--- config.mk ---
export PLATFORM = sky130hd
export DESIGN_NAME = uart_rx_status
export DESIGN_NICKNAME = d
export VERILOG_FILES = /design/src/rtl/uart_rx_pkg.sv /design/src/rtl/uart_rx_sync.sv /design/src/rtl/uart_rx_vote.sv /design/src/rtl/uart_rx_framer.sv /design/src/rtl/uart_rx_regs.sv /design/src/rtl/uart_rx_status.sv
export SDC_FILE = /design/constraint.sdc
export NUM_CORES = 1
export LEC_CHECK = 0
export BUFFER_PORTS_ARGS = -buffer_cell sky130_fd_sc_hd__clkbuf_2
export CORE_MARGIN = 3
export CORE_UTILIZATION = 50
export DETAILED_ROUTE_END_ITERATION = 8
export PLACE_DENSITY_LB_ADDON = 0.3
export SLEW_MARGIN = 20
export SYNTH_ARGS = -nofsm -noshare
export SYNTH_HDL_FRONTEND = slang
export SYNTH_HIERARCHICAL = 1
export SYNTH_SLANG_ARGS = --single-unit
--- constraint.sdc ---
create_clock -name clk -period 3.1 [get_ports clk]
set_clock_uncertainty 0.1 [all_clocks]
set_input_delay 0 -clock clk [delete_from_list [all_inputs] [get_ports clk]]
set_output_delay 0 -clock clk [all_outputs]
set_load 0.02 [all_outputs]
--- src/rtl/uart_rx_pkg.sv ---
package uart_rx_pkg;

  localparam int CHAR_W = 9;
  localparam int BYTE_W = 8;

  localparam logic [1:0] LEN7 = 2'd0;
  localparam logic [1:0] LEN8 = 2'd1;
  localparam logic [1:0] LEN9 = 2'd2;

  typedef enum logic [2:0] {
    RX_IDLE,
    RX_START,
    RX_DATA,
    RX_PAR,
    RX_STOP1,
    RX_STOP2
  } rx_state_e;

  typedef struct packed {
    logic [CHAR_W-1:0] data;
    logic              par_err;
    logic              frm_err;
  } rx_char_t;

endpackage

--- src/rtl/uart_rx_sync.sv ---
module uart_rx_sync #(
  parameter int STAGES = 2
) (
  input  logic clk,
  input  logic rst,
  input  logic din,
  output logic dout
);

  logic [STAGES-1:0] chain;

  generate
    if (STAGES == 1) begin : g_one
      always_ff @(posedge clk) begin
        if (rst) chain <= 1'b1;
        else     chain <= din;
      end
    end else begin : g_multi
      always_ff @(posedge clk) begin
        if (rst) chain <= '1;
        else     chain <= {chain[STAGES-2:0], din};
      end
    end
  endgenerate

  assign dout = chain[STAGES-1];

endmodule

--- src/rtl/uart_rx_vote.sv ---
module uart_rx_vote #(
  parameter int OVS  = 16,
  parameter int PH_W = $clog2(OVS)
) (
  input  logic            clk,
  input  logic            rst,
  input  logic            tick,
  input  logic [PH_W-1:0] phase,
  input  logic            rx,
  output logic            bit_val
);

  localparam int MID = OVS / 2;
  localparam logic [PH_W-1:0] PH_A = PH_W'(MID - 1);
  localparam logic [PH_W-1:0] PH_B = PH_W'(MID);

  // two early samples are held; the third is the live line value
  logic [1:0] early;

  always_ff @(posedge clk) begin
    if (rst) begin
      early <= 2'b11;
    end else if (tick) begin
      if (phase == PH_A) early[0] <= rx;
      if (phase == PH_B) early[1] <= rx;
    end
  end

  assign bit_val = (early[0] & early[1]) | (early[0] & rx) | (early[1] & rx);

endmodule

--- src/rtl/uart_rx_framer.sv ---
module uart_rx_framer
  import uart_rx_pkg::*;
#(
  parameter int OVS   = 16,
  parameter int PH_W  = $clog2(OVS),
  parameter int IDX_W = $clog2(CHAR_W)
) (
  input  logic       clk,
  input  logic       rst,
  input  logic       abort,
  input  logic       tick,
  input  logic       rx,
  input  logic       rx_en,
  input  logic [1:0] cfg_len,
  input  logic       cfg_par_en,
  input  logic       cfg_par_odd,
  input  logic       cfg_two_stop,
  output logic       busy,
  output logic       done,
  output rx_char_t   chr
);

  localparam int MID = OVS / 2;
  localparam logic [PH_W-1:0] PH_SAMP = PH_W'(MID + 1);
  localparam logic [PH_W-1:0] PH_END  = PH_W'(OVS - 1);

  rx_state_e         st;
  logic [PH_W-1:0]   ph;
  logic [IDX_W-1:0]  idx;
  logic [IDX_W-1:0]  last_idx;
  logic [CHAR_W-1:0] dat;
  logic              acc;
  logic              ferr;
  logic              vote;

  uart_rx_vote #(.OVS(OVS), .PH_W(PH_W)) u_vote (
    .clk     (clk),
    .rst     (rst),
    .tick    (tick),
    .phase   (ph),
    .rx      (rx),
    .bit_val (vote)
  );

  always_comb begin
    case (cfg_len)
      LEN7:    last_idx = IDX_W'(6);
      LEN9:    last_idx = IDX_W'(8);
      default: last_idx = IDX_W'(7);
    endcase
  end

  always_ff @(posedge clk) begin
    if (rst || abort) begin
      st   <= RX_IDLE;
      ph   <= '0;
      idx  <= '0;
      dat  <= '0;
      acc  <= 1'b0;
      ferr <= 1'b0;
      done <= 1'b0;
      chr  <= '0;
    end else begin
      done <= 1'b0;
      if (tick) begin
        if (st == RX_IDLE) begin
          if (rx_en && !rx) begin
            st   <= RX_START;
            ph   <= '0;
            idx  <= '0;
            dat  <= '0;
            acc  <= 1'b0;
            ferr <= 1'b0;
          end
        end else begin
          ph <= (ph == PH_END) ? '0 : ph + 1'b1;
          case (st)
            RX_START: begin
              if (ph == PH_SAMP && vote) st <= RX_IDLE;
              else if (ph == PH_END)     st <= RX_DATA;
            end
            RX_DATA: begin
              if (ph == PH_SAMP) begin
                dat[idx] <= vote;
                acc      <= acc ^ vote;
              end
              if (ph == PH_END) begin
                if (idx == last_idx) st <= cfg_par_en ? RX_PAR : RX_STOP1;
                else                 idx <= idx + 1'b1;
              end
            end
            RX_PAR: begin
              if (ph == PH_SAMP) acc <= acc ^ vote;
              if (ph == PH_END)  st  <= RX_STOP1;
            end
            RX_STOP1: begin
              if (ph == PH_SAMP) begin
                if (cfg_two_stop) begin
                  ferr <= ferr | ~vote;
                end else begin
                  st          <= RX_IDLE;
                  done        <= 1'b1;
                  chr.data    <= dat;
                  chr.par_err <= cfg_par_en & (acc ^ cfg_par_odd);
                  chr.frm_err <= ferr | ~vote;
                end
              end else if (ph == PH_END) begin
                st <= RX_STOP2;
              end
            end
            RX_STOP2: begin
              if (ph == PH_SAMP) begin
                st          <= RX_IDLE;
                done        <= 1'b1;
                chr.data    <= dat;
                chr.par_err <= cfg_par_en & (acc ^ cfg_par_odd);
                chr.frm_err <= ferr | ~vote;
              end
            end
            default: st <= RX_IDLE;
          endcase
        end
      end
    end
  end

  assign busy = (st != RX_IDLE);

endmodule

--- src/rtl/uart_rx_regs.sv ---
module uart_rx_regs
  import uart_rx_pkg::*;
(
  input  logic              clk,
  input  logic              rst,
  input  logic              done,
  input  rx_char_t          chr,
  input  logic [1:0]        cfg_len,
  input  logic              ctl_wr,
  input  logic              ctl_en_wd,
  input  logic              ctl_init_wd,
  input  logic              rd_lo,
  input  logic              rd_stat,
  output logic              rx_en,
  output logic              rx_init,
  output logic [BYTE_W-1:0] lo_byte,
  output logic [BYTE_W-1:0] hi_byte,
  output logic              st_full,
  output logic              st_par,
  output logic              st_frm,
  output logic              st_ovr,
  output logic              st_sum
);

  logic              init_now;
  logic              ovr_new;
  logic              par_base, frm_base, ovr_base, sum_base;
  logic [BYTE_W-1:0] lo_nx, hi_nx;

  assign init_now = ctl_wr & ctl_init_wd;

  always_comb begin
    // a stale error flag left from an earlier character also counts as overrun
    ovr_new  = (st_full & ~rd_lo) | ((st_par | st_frm | st_ovr) & ~rd_stat);
    par_base = st_par & ~rd_stat;
    frm_base = st_frm & ~rd_stat;
    ovr_base = st_ovr & ~rd_stat;
    sum_base = st_sum & ~rd_stat;
    lo_nx    = chr.data[BYTE_W-1:0];
    if (cfg_len == LEN7) lo_nx[BYTE_W-1] = 1'b0;
    hi_nx    = '0;
    if (cfg_len == LEN9) hi_nx[0] = chr.data[CHAR_W-1];
  end

  always_ff @(posedge clk) begin
    if (rst) begin
      rx_en   <= 1'b0;
      rx_init <= 1'b0;
      lo_byte <= '0;
      hi_byte <= '0;
      st_full <= 1'b0;
      st_par  <= 1'b0;
      st_frm  <= 1'b0;
      st_ovr  <= 1'b0;
      st_sum  <= 1'b0;
    end else begin
      rx_init <= init_now;
      if (ctl_wr) rx_en <= ctl_en_wd & ~ctl_init_wd;
      if (init_now) begin
        st_full <= 1'b0;
        st_par  <= 1'b0;
        st_frm  <= 1'b0;
        st_ovr  <= 1'b0;
        st_sum  <= 1'b0;
      end else if (done) begin
        lo_byte <= lo_nx;
        hi_byte <= hi_nx;
        st_full <= 1'b1;
        st_par  <= par_base | chr.par_err;
        st_frm  <= frm_base | chr.frm_err;
        st_ovr  <= ovr_base | ovr_new;
        st_sum  <= sum_base | chr.par_err | chr.frm_err | ovr_new;
      end else begin
        if (rd_lo) st_full <= 1'b0;
        if (rd_stat) begin
          st_par <= 1'b0;
          st_frm <= 1'b0;
          st_ovr <= 1'b0;
          st_sum <= 1'b0;
        end
      end
    end
  end

endmodule

--- src/rtl/uart_rx_status.sv ---
module uart_rx_status
  import uart_rx_pkg::*;
#(
  parameter int OVS         = 16,
  parameter int SYNC_STAGES = 2
) (
  input  logic       clk,
  input  logic       rst,
  input  logic       tick_en,
  input  logic       rx_i,
  input  logic [1:0] cfg_len,
  input  logic       cfg_par_en,
  input  logic       cfg_par_odd,
  input  logic       cfg_two_stop,
  input  logic       ctl_wr,
  input  logic       ctl_en_wd,
  input  logic       ctl_init_wd,
  input  logic       rd_lo,
  input  logic       rd_stat,
  output logic       rx_en,
  output logic       rx_init,
  output logic [7:0] lo_byte,
  output logic [7:0] hi_byte,
  output logic       st_full,
  output logic       st_par,
  output logic       st_frm,
  output logic       st_ovr,
  output logic       st_sum
);

  logic     rx_s;
  logic     frm_busy;
  logic     frm_done;
  logic     frm_abort;
  rx_char_t frm_chr;

  assign frm_abort = ctl_wr & ctl_init_wd;

  uart_rx_sync #(.STAGES(SYNC_STAGES)) u_sync (
    .clk  (clk),
    .rst  (rst),
    .din  (rx_i),
    .dout (rx_s)
  );

  uart_rx_framer #(.OVS(OVS)) u_framer (
    .clk          (clk),
    .rst          (rst),
    .abort        (frm_abort),
    .tick         (tick_en),
    .rx           (rx_s),
    .rx_en        (rx_en),
    .cfg_len      (cfg_len),
    .cfg_par_en   (cfg_par_en),
    .cfg_par_odd  (cfg_par_odd),
    .cfg_two_stop (cfg_two_stop),
    .busy         (frm_busy),
    .done         (frm_done),
    .chr          (frm_chr)
  );

  uart_rx_regs u_regs (
    .clk         (clk),
    .rst         (rst),
    .done        (frm_done),
    .chr         (frm_chr),
    .cfg_len     (cfg_len),
    .ctl_wr      (ctl_wr),
    .ctl_en_wd   (ctl_en_wd),
    .ctl_init_wd (ctl_init_wd),
    .rd_lo       (rd_lo),
    .rd_stat     (rd_stat),
    .rx_en       (rx_en),
    .rx_init     (rx_init),
    .lo_byte     (lo_byte),
    .hi_byte     (hi_byte),
    .st_full     (st_full),
    .st_par      (st_par),
    .st_frm      (st_frm),
    .st_ovr      (st_ovr),
    .st_sum      (st_sum)
  );

endmodule

==> flow_metrics.tcl, run 1 <==
set metrics [dict create \
    outcome "finished clean" \
    ir_worst_vdd_uv 211 \
    hold_viol_final 0 \
    tightest_slew_ns 0.864 \
    grt_pass1_vias 2026 \
    drv_slew 0 \
    die_h_microns 79.1 \
    gp_congestion 0.847 \
    synth_common_cells "dfxtp_1 (54), nand2_1 (52), nor2_1 (34)" \
    area_growth_syn_to_layout_pct 15.2 \
    synth_top_cell_by_area "dfxtp_1" \
    synthXorXnorAreaFrac_pct 1.31 \
    ys_seq_area_share_pct 40.4 \
    drive_above_1_share_pct 16.6 \
    setup.worst_path.end_class "register" \
    drt-wirelength-per-cell_microns 13.7 \
    r2r-start "u_framer/st[1]$_SDFFE_PP0P_" \
    initial_core_util_pct 54.1 \
    firstDrtPassIters 5 \
    ff2ff_path_depth 6 \
    finalCritPeriodShare_pct 83.8 \
    dieArea_sq_mm 0.00626 \
    place_ws_ns 0.680 \
    synthArstFlopShare_pct 0 \
    cts_sinks 54 \
    worstSetupPathType "reg2reg" \
    cts_max_path_buffers 2 \
    grt_pass1_wl_mm 9.77 \
    vias 2242 \
    clk_pin_slew_ns 0.10 \
    hpwlAfterDp_mm 3.95 \
    synth-simple-area-share_pct 25.3 \
    ant_nets 0 \
    postSynthAreaPerCell_sq_um 8.65 \
    grt.overflow.total 0 \
    syn_area_sq_mm 0.00267 \
    cts-htree-levels 2 \
    min_period_ns 2.60 \
    antenna_found_initial 0 \
    postCtsSetupRepairBufs 0 \
    synth_most_common_cell "dfxtp_1" \
    layout_setup_ws_ns 0.501 \
    ys_warn_count 6 \
    synth_edf_count 0 \
    synthCells 309 \
    track_usage_pct 19.7 \
    worst_hold_slack_ns 0.0197 \
    synth_fa_ha_area_share_pct 3.18 \
    place_area_sq_mm 0.00281 \
    synth.area.top_cells "dfxtp_1 (40%), nand2_1 (7.3%), mux2i_1 (4.9%), nor2_1 (4.8%), a21oi_1 (3.7%)" \
    nets 368 \
    diodes 0 \
    reg2reg_slack_ns 0.50 \
    drv_cap 0 \
    drt_iter0_markers 151 \
    io_buffer_count 29 \
    final_area_sq_mm 0.00308 \
    cts_tree "yes" \
    row_count 25 \
    holdPathEnd "u_regs/lo_byte[5]$_SDFFE_PP0P_" \
    synth-compound-area-share_pct 18.5 \
    slew_headroom_pct 42.2 \
    rsz0062_at_grt "no" \
    core_area_sq_mm 0.00494 \
    cp-start-kind "register" \
    maxClockFrequency_mhz 385 \
    synth_top_flop_cell "dfxtp_1" \
    grt_max_degree 25 \
    worstPathArrival_ns 2.74 \
    cellPowerDensity_mw_per_mm2 408 \
    fp.dieW_microns 79.1 \
    clkLatencyLatePin_ns 0.31 \
    min_path_type "in2reg" \
    synthDistinctLibCells 65 \
    min_path_cells 4 \
    cts.root.buffer_cell "clkbuf_8" \
    crit_fanout 24 \
    timing.rr.end "u_framer/chr[1]$_SDFFE_PP0P_" \
    routed_wl_mm 5.69 \
    fin_setup_tns_ns 0 \
    cts_made_buffers 5 \
    holdCritStartpoint "ctl_wr" \
    routed_via_density 5.39 \
    synthDominantCellAreaShare_pct 40.4 \
    drc 0 \
    setup_violations 0 \
    synth_mux_area_share_pct 5.29 \
    ios 37 \
    synth_top_family_by_area "simple AND/OR/NAND/NOR gates" \
    worstPathRequired_ns 3.24 \
    ys_ff_latch 54 \
    p_leak_nw 1.13 \
]
[stage by stage]
| stage | cells | total power (W) | utilization (%) |
|---|---|---|---|
| after global placement | 393 | 0.000782 | 56.8 |
| after CTS | 416 | 0.00128 | 62.2 |
| after floorplan | 315 | 0.000766 | - |
| final | 416 | 0.00126 | 62.3 |
| after detailed placement | 393 | 0.000782 | 56.8 |
| after global routing | 416 | 0.00131 | 62.3 |
[how the worst max path moves through the flow]
stage                                        end                   startpoint  slack (ns)  depth (start not counted)
floorplan           u_framer/idx[2]$_SDFFE_PP0P_  u_framer/ph[0]$_SDFFE_PP0N_        1.26                          6
global placement    u_framer/dat[0]$_SDFFE_PP0P_  u_framer/st[1]$_SDFFE_PP0P_        0.70                          5
detailed placement  u_framer/dat[7]$_SDFFE_PP0P_  u_framer/st[1]$_SDFFE_PP0P_        0.68                          5
CTS                 u_framer/chr[1]$_SDFFE_PP0P_  u_framer/st[1]$_SDFFE_PP0P_        0.18                          6
global route        u_framer/chr[1]$_SDFFE_PP0P_  u_framer/st[1]$_SDFFE_PP0P_        0.28                          6
finish              u_framer/chr[1]$_SDFFE_PP0P_  u_framer/st[1]$_SDFFE_PP0P_        0.50                          6
[timing repair]
item / 4_1_cts / 5_1_grt
endpoints found under the setup margin: 0 / 0
gates resized for setup: 0 / 0
hold buffers: 15 / 0
hold endpoints to repair: 21 / 0
[state kept, by name, summed over array words and instances (netlist names)]
register               count
u_regs/rx_en               1
u_regs/rx_init             1
u_framer/ph                4
u_regs/st_sum              1
u_framer/dat               9
u_framer/st                3
u_framer/u_vote/early      2
u_regs/st_par              1
u_regs/lo_byte             8
u_framer/chr              11
u_regs/hi_byte             1
u_regs/st_ovr              1
u_framer/ferr              1
u_regs/st_frm              1
u_regs/st_full             1
u_framer/done              1
u_framer/idx               4
u_framer/acc               1
u_sync/chain               2
[where the power goes]
part	internal, W	switching [W]
logic	0.0000295	0.0000495
registers	0.000696	0.00000374
clock network	0.000245	0.000232
total	0.000971	0.000285
[critical path: stages (launching register included)]
cell	delay, ns
dfxtp_1	0.56
and2b_1	0.32
nand3_1	0.12
nor2_2	0.59
nand3_1	0.13
dlygate4sd3_1	0.58
a21oi_1	0.14
[per-layer routing]
layer  GRT usage (%)  routed length, microns  share of wire, %  up-vias
met3            3.51                     245               4.3        7
li1                -                       -                 -     1143
met5               0                       0                 0        -
met1            27.1                    2770                49     1034
met2            30.9                    2600                46       58
met4            7.04                      74               1.3        0
[cells by family after synthesis]
group	Yosys count
flip-flops	54
adder cells (fa/ha/maj)	7
AND/OR/NAND/NOR	135
XOR/XNOR	4
other	1
buffers and inverters	29
multiplexers	14
AO/OA/AOI/OAI	65
[placed cells by master, fill, tap and decap left out, drive strengths merged, types with 4 or more instances in the layout]
| master | instances |
|---|---|
| dlygate4sd3 | 15 |
| nor3 | 5 |
| a21oi | 21 |
| mux2i | 13 |
| inv | 12 |
| nor2b | 4 |
| clkbuf | 34 |
| nand3 | 10 |
| a32o | 8 |
| ha | 6 |
| nor2 | 34 |
| o21ai | 10 |
| conb | 7 |
| or2 | 4 |
| dfxtp | 54 |
| nand2 | 53 |
[final cells by class]
| type | count | area, sq um |
|---|---|---|
| flip-flops and latches | 54 | 1080 |
| fillers | 447 | 1860 |
| clock buffers | 5 | 68.8 |
| repair buffers | 44 | 295 |
| inverters | 11 | 41.3 |
| clock inverters | 3 | 47.5 |
| well taps | 67 | 83.8 |
| multi-input cells | 232 | 1460 |
No activity file was read; power rests on OpenSTA's default activity.
==> run 2, diff against run 1 <==
Settings changed: ABC_AREA set to 1.
Clock period 3.1 ns to 2.46 ns, I/O delays scaled along.
==> run 2 against run 1 <==
Sequential power rose by 28%. Die area rose by 4.7%. Cell count rose by 22%. Register-to-register slack barely moved. Maximum frequency rose by 32%. First-iteration DRC count fell by 9.3%. Non-clock buffer count did not move. Synthesized area rose by 5.1%. Synthesized cell count rose by 28%. Critical path depth rose by 1. Clock power rose by 24%. Combinational power rose to 3.2 times the previous value. Critical path type unchanged.
==> flow_metrics.tcl, run 2 <==
set metrics [dict create \
    synth_top_cell_by_area "dfxtp_1" \
    outcome "finished clean" \
    r2r-start "u_framer/st[1]$_SDFFE_PP0P_" \
    vias 2556 \
    worstSetupPathType "reg2reg" \
    rsz0062_at_grt "no" \
    cts_sinks 54 \
    cts-htree-levels 2 \
    synth_most_common_cell "nor2_1" \
    postCtsSetupRepairBufs 0 \
    reg2reg_slack_ns 0.49 \
    min_period_ns 1.97 \
    initial_core_util_pct 53.3 \
    fin_setup_tns_ns 0 \
    hpwlAfterDp_mm 4.35 \
    setup_violations 0 \
    routed_wl_mm 5.88 \
    min_path_cells 4 \
    cts_made_buffers 5 \
    fp.dieW_microns 81.0 \
    timing.rr.end "u_framer/chr[0]$_SDFFE_PP0P_" \
    min_path_type "in2reg" \
    crit_path_cell_trace "inv_2 -> nand2_1 -> nor3_1 -> nand2_1 -> inv_1 -> o21ai_0 -> a21oi_1" \
    grt.overflow.total 0 \
    ios 37 \
    drc 0 \
    ys_warn_count 6 \
    holdPathEnd "u_regs/st_frm$_SDFFE_PP0P_" \
    post-route-util_pct 61.2 \
    grt_pass1_wl_mm 10.3 \
    synthDistinctLibCells 37 \
    syn_area_sq_mm 0.00281 \
    ff2ff_path_depth 7 \
    hold_viol_final 0 \
    drv_cap 0 \
    drive_above_1_share_pct 15.3 \
    cpMaxStageDelayCell "dfxtp_1" \
    cts_max_path_buffers 2 \
    cts_resized 0 \
    die_h_microns 81.0 \
    ys_seq_area_share_pct 38.5 \
    fillers 513 \
    fin_cells 509 \
    ir_worst_vdd_uv 223 \
    diodes 0 \
    nets 458 \
    gp_congestion 0.886 \
    holdCritStartpoint "ctl_wr" \
    clk_pin_slew_ns 0.10 \
    worstPathRequired_ns 2.61 \
    synthDominantCellAreaShare_pct 38.5 \
    synth.area.top_cells "dfxtp_1 (38%), nor2_1 (9.5%), nand2_1 (9.0%), nand3_1 (5.5%), inv_1 (5.5%)" \
    core_area_sq_mm 0.00527 \
    drt-wirelength-per-cell_microns 11.6 \
    ys_ff_latch 54 \
    postSynthAreaPerCell_sq_um 7.11 \
    synth_common_cells "nor2_1 (71), nand2_1 (67), dfxtp_1 (54)" \
    grt_pass1_vias 2308 \
    drt_iter0_markers 137 \
    reg_top3 "u_framer/chr x11, u_framer/dat x9, u_regs/lo_byte x8" \
    cp-start-kind "register" \
    firstDrtPassIters 5 \
    finalCritPeriodShare_pct 80.1 \
    synth_top_flop_cell "dfxtp_1" \
    worstPathArrival_ns 2.12 \
    cts.root.buffer_cell "clkbuf_8" \
    dieArea_sq_mm 0.00655 \
    slowest_delay_ns 0.42 \
    track_usage_pct 19.6 \
    top_register "u_framer/chr" \
    routed_via_density 5.02 \
    synthArstFlopShare_pct 0 \
    cellPowerDensity_mw_per_mm2 540 \
    synthCells 395 \
    layout_common_cells "nor2_1 (71), nand2_1 (67), dfxtp_1 (54)" \
    final_common_cell "nor2_1" \
    maxClockFrequency_mhz 508 \
    io_buffer_count 29 \
    p_leak_nw 1.37 \
    clkLatencyLatePin_ns 0.30 \
    grt_max_degree 18 \
    antenna_found_initial 0 \
    crit_top_cell "nand2_1" \
    worst_hold_slack_ns 0.0139 \
    largest_register_ffs 11 \
    setup.worst_path.end_class "register" \
    crit_fanout 12 \
    row_count 26 \
    drv_slew 0 \
    ant_nets 0 \
    dpl.cell_count 487 \
    cts_tree "yes" \
    area_growth_syn_to_layout_pct 14.8 \
    synth_edf_count 0 \
]
[run 2: cell count changes in the layout (fill, tap and decap cells not counted), moves of 12 or more]
| cell | delta |
|---|---|
| mux2i_1 | -12 |
| nand2_1 | +15 |
| nand3_1 | +21 |
| nor2_1 | +38 |
| o21ai_0 | +17 |
| inv_1 | +30 |
[run 2: critical path: cells and delay by family, from the launching register on]
kind | cells | cell delay [ns]
buf+inv | 2 | 0.58
compound gates | 2 | 0.24
simple gates | 3 | 0.56
flops | 1 | 0.42
[run 2: final cells by class]
type	instances	area, sq um	share of cell area (%)
flip-flops and latches	54	1080	33.5
repair buffers	44	293	9.08
clock buffers	6	72.6	2.25
well taps	70	87.6	2.72
clock inverters	2	37.5	1.16
multi-input cells	284	1460	45.3
inverters	49	191	5.93
[run 2: cell families after synthesis]
kind of cell | after synthesis | share of synthesized area [%]
DFF | 54 | 38.5
adders and majority gates | 7 | 3.03
AOI/OAI and AO/OA | 68 | 13.6
and+or+nand+nor | 199 | 33.5
other | 1 | 0.134
xor gates and xnor gates | 2 | 0.624
buffers and inverters | 63 | 10.2
muxes | 1 | 0.356
[run 2: metrics by stage]
step                worst slack, ns  area [sq um]  power, W
floorplan                     0.899          2830   0.00110
global placement              0.483          2980   0.00115
detailed placement            0.504          2980   0.00115
CTS                           0.478          3230   0.00176
global route                  0.183          3230   0.00182
finish                        0.491          3230   0.00174
[run 2: worst max path at each step]
| stage | slack [ns] | endpoint | start |
|---|---|---|---|
| 2_1_floorplan | 0.90 | u_framer/dat[0]$_SDFFE_PP0P_ | u_framer/ph[0]$_SDFFE_PP0N_ |
| 3_3_place_gp | 0.48 | u_framer/chr[0]$_SDFFE_PP0P_ | u_framer/st[1]$_SDFFE_PP0P_ |
| 3_5_place_dp | 0.50 | u_framer/chr[0]$_SDFFE_PP0P_ | u_framer/st[1]$_SDFFE_PP0P_ |
| 4_1_cts | 0.48 | u_framer/chr[0]$_SDFFE_PP0P_ | u_framer/st[1]$_SDFFE_PP0P_ |
| 5_1_grt | 0.18 | u_framer/chr[1]$_SDFFE_PP0P_ | u_framer/st[1]$_SDFFE_PP0P_ |
| 6_report | 0.49 | u_framer/chr[0]$_SDFFE_PP0P_ | u_framer/st[1]$_SDFFE_PP0P_ |
[run 2: power breakdown]
group / internal, W / total [W] / switching (W)
logic: 0.0000805 / 0.000252 / 0.000171
registers: 0.000883 / 0.000897 / 0.0000140
clock network: 0.000304 / 0.000592 / 0.000288
total: 0.00127 / 0.00174 / 0.000473
[run 2: what timing repair did]
| item | 4_1_cts | 5_1_grt |
|---|---|---|
| setup endpoints to repair | 0 | 0 |
| hold buffers | 14 | 0 |
| hold endpoints to repair | 13 | 0 |
[run 2: layer usage]
metal  vias up  part of all wire [%]  global-route usage (%)
li1       1343                     -                       -
met1      1138                    47                    26.6
met2        71                    45                    31.5
met3         4                   6.6                    3.88
met4         0                  0.68                    5.57
met5         -                     0                       0
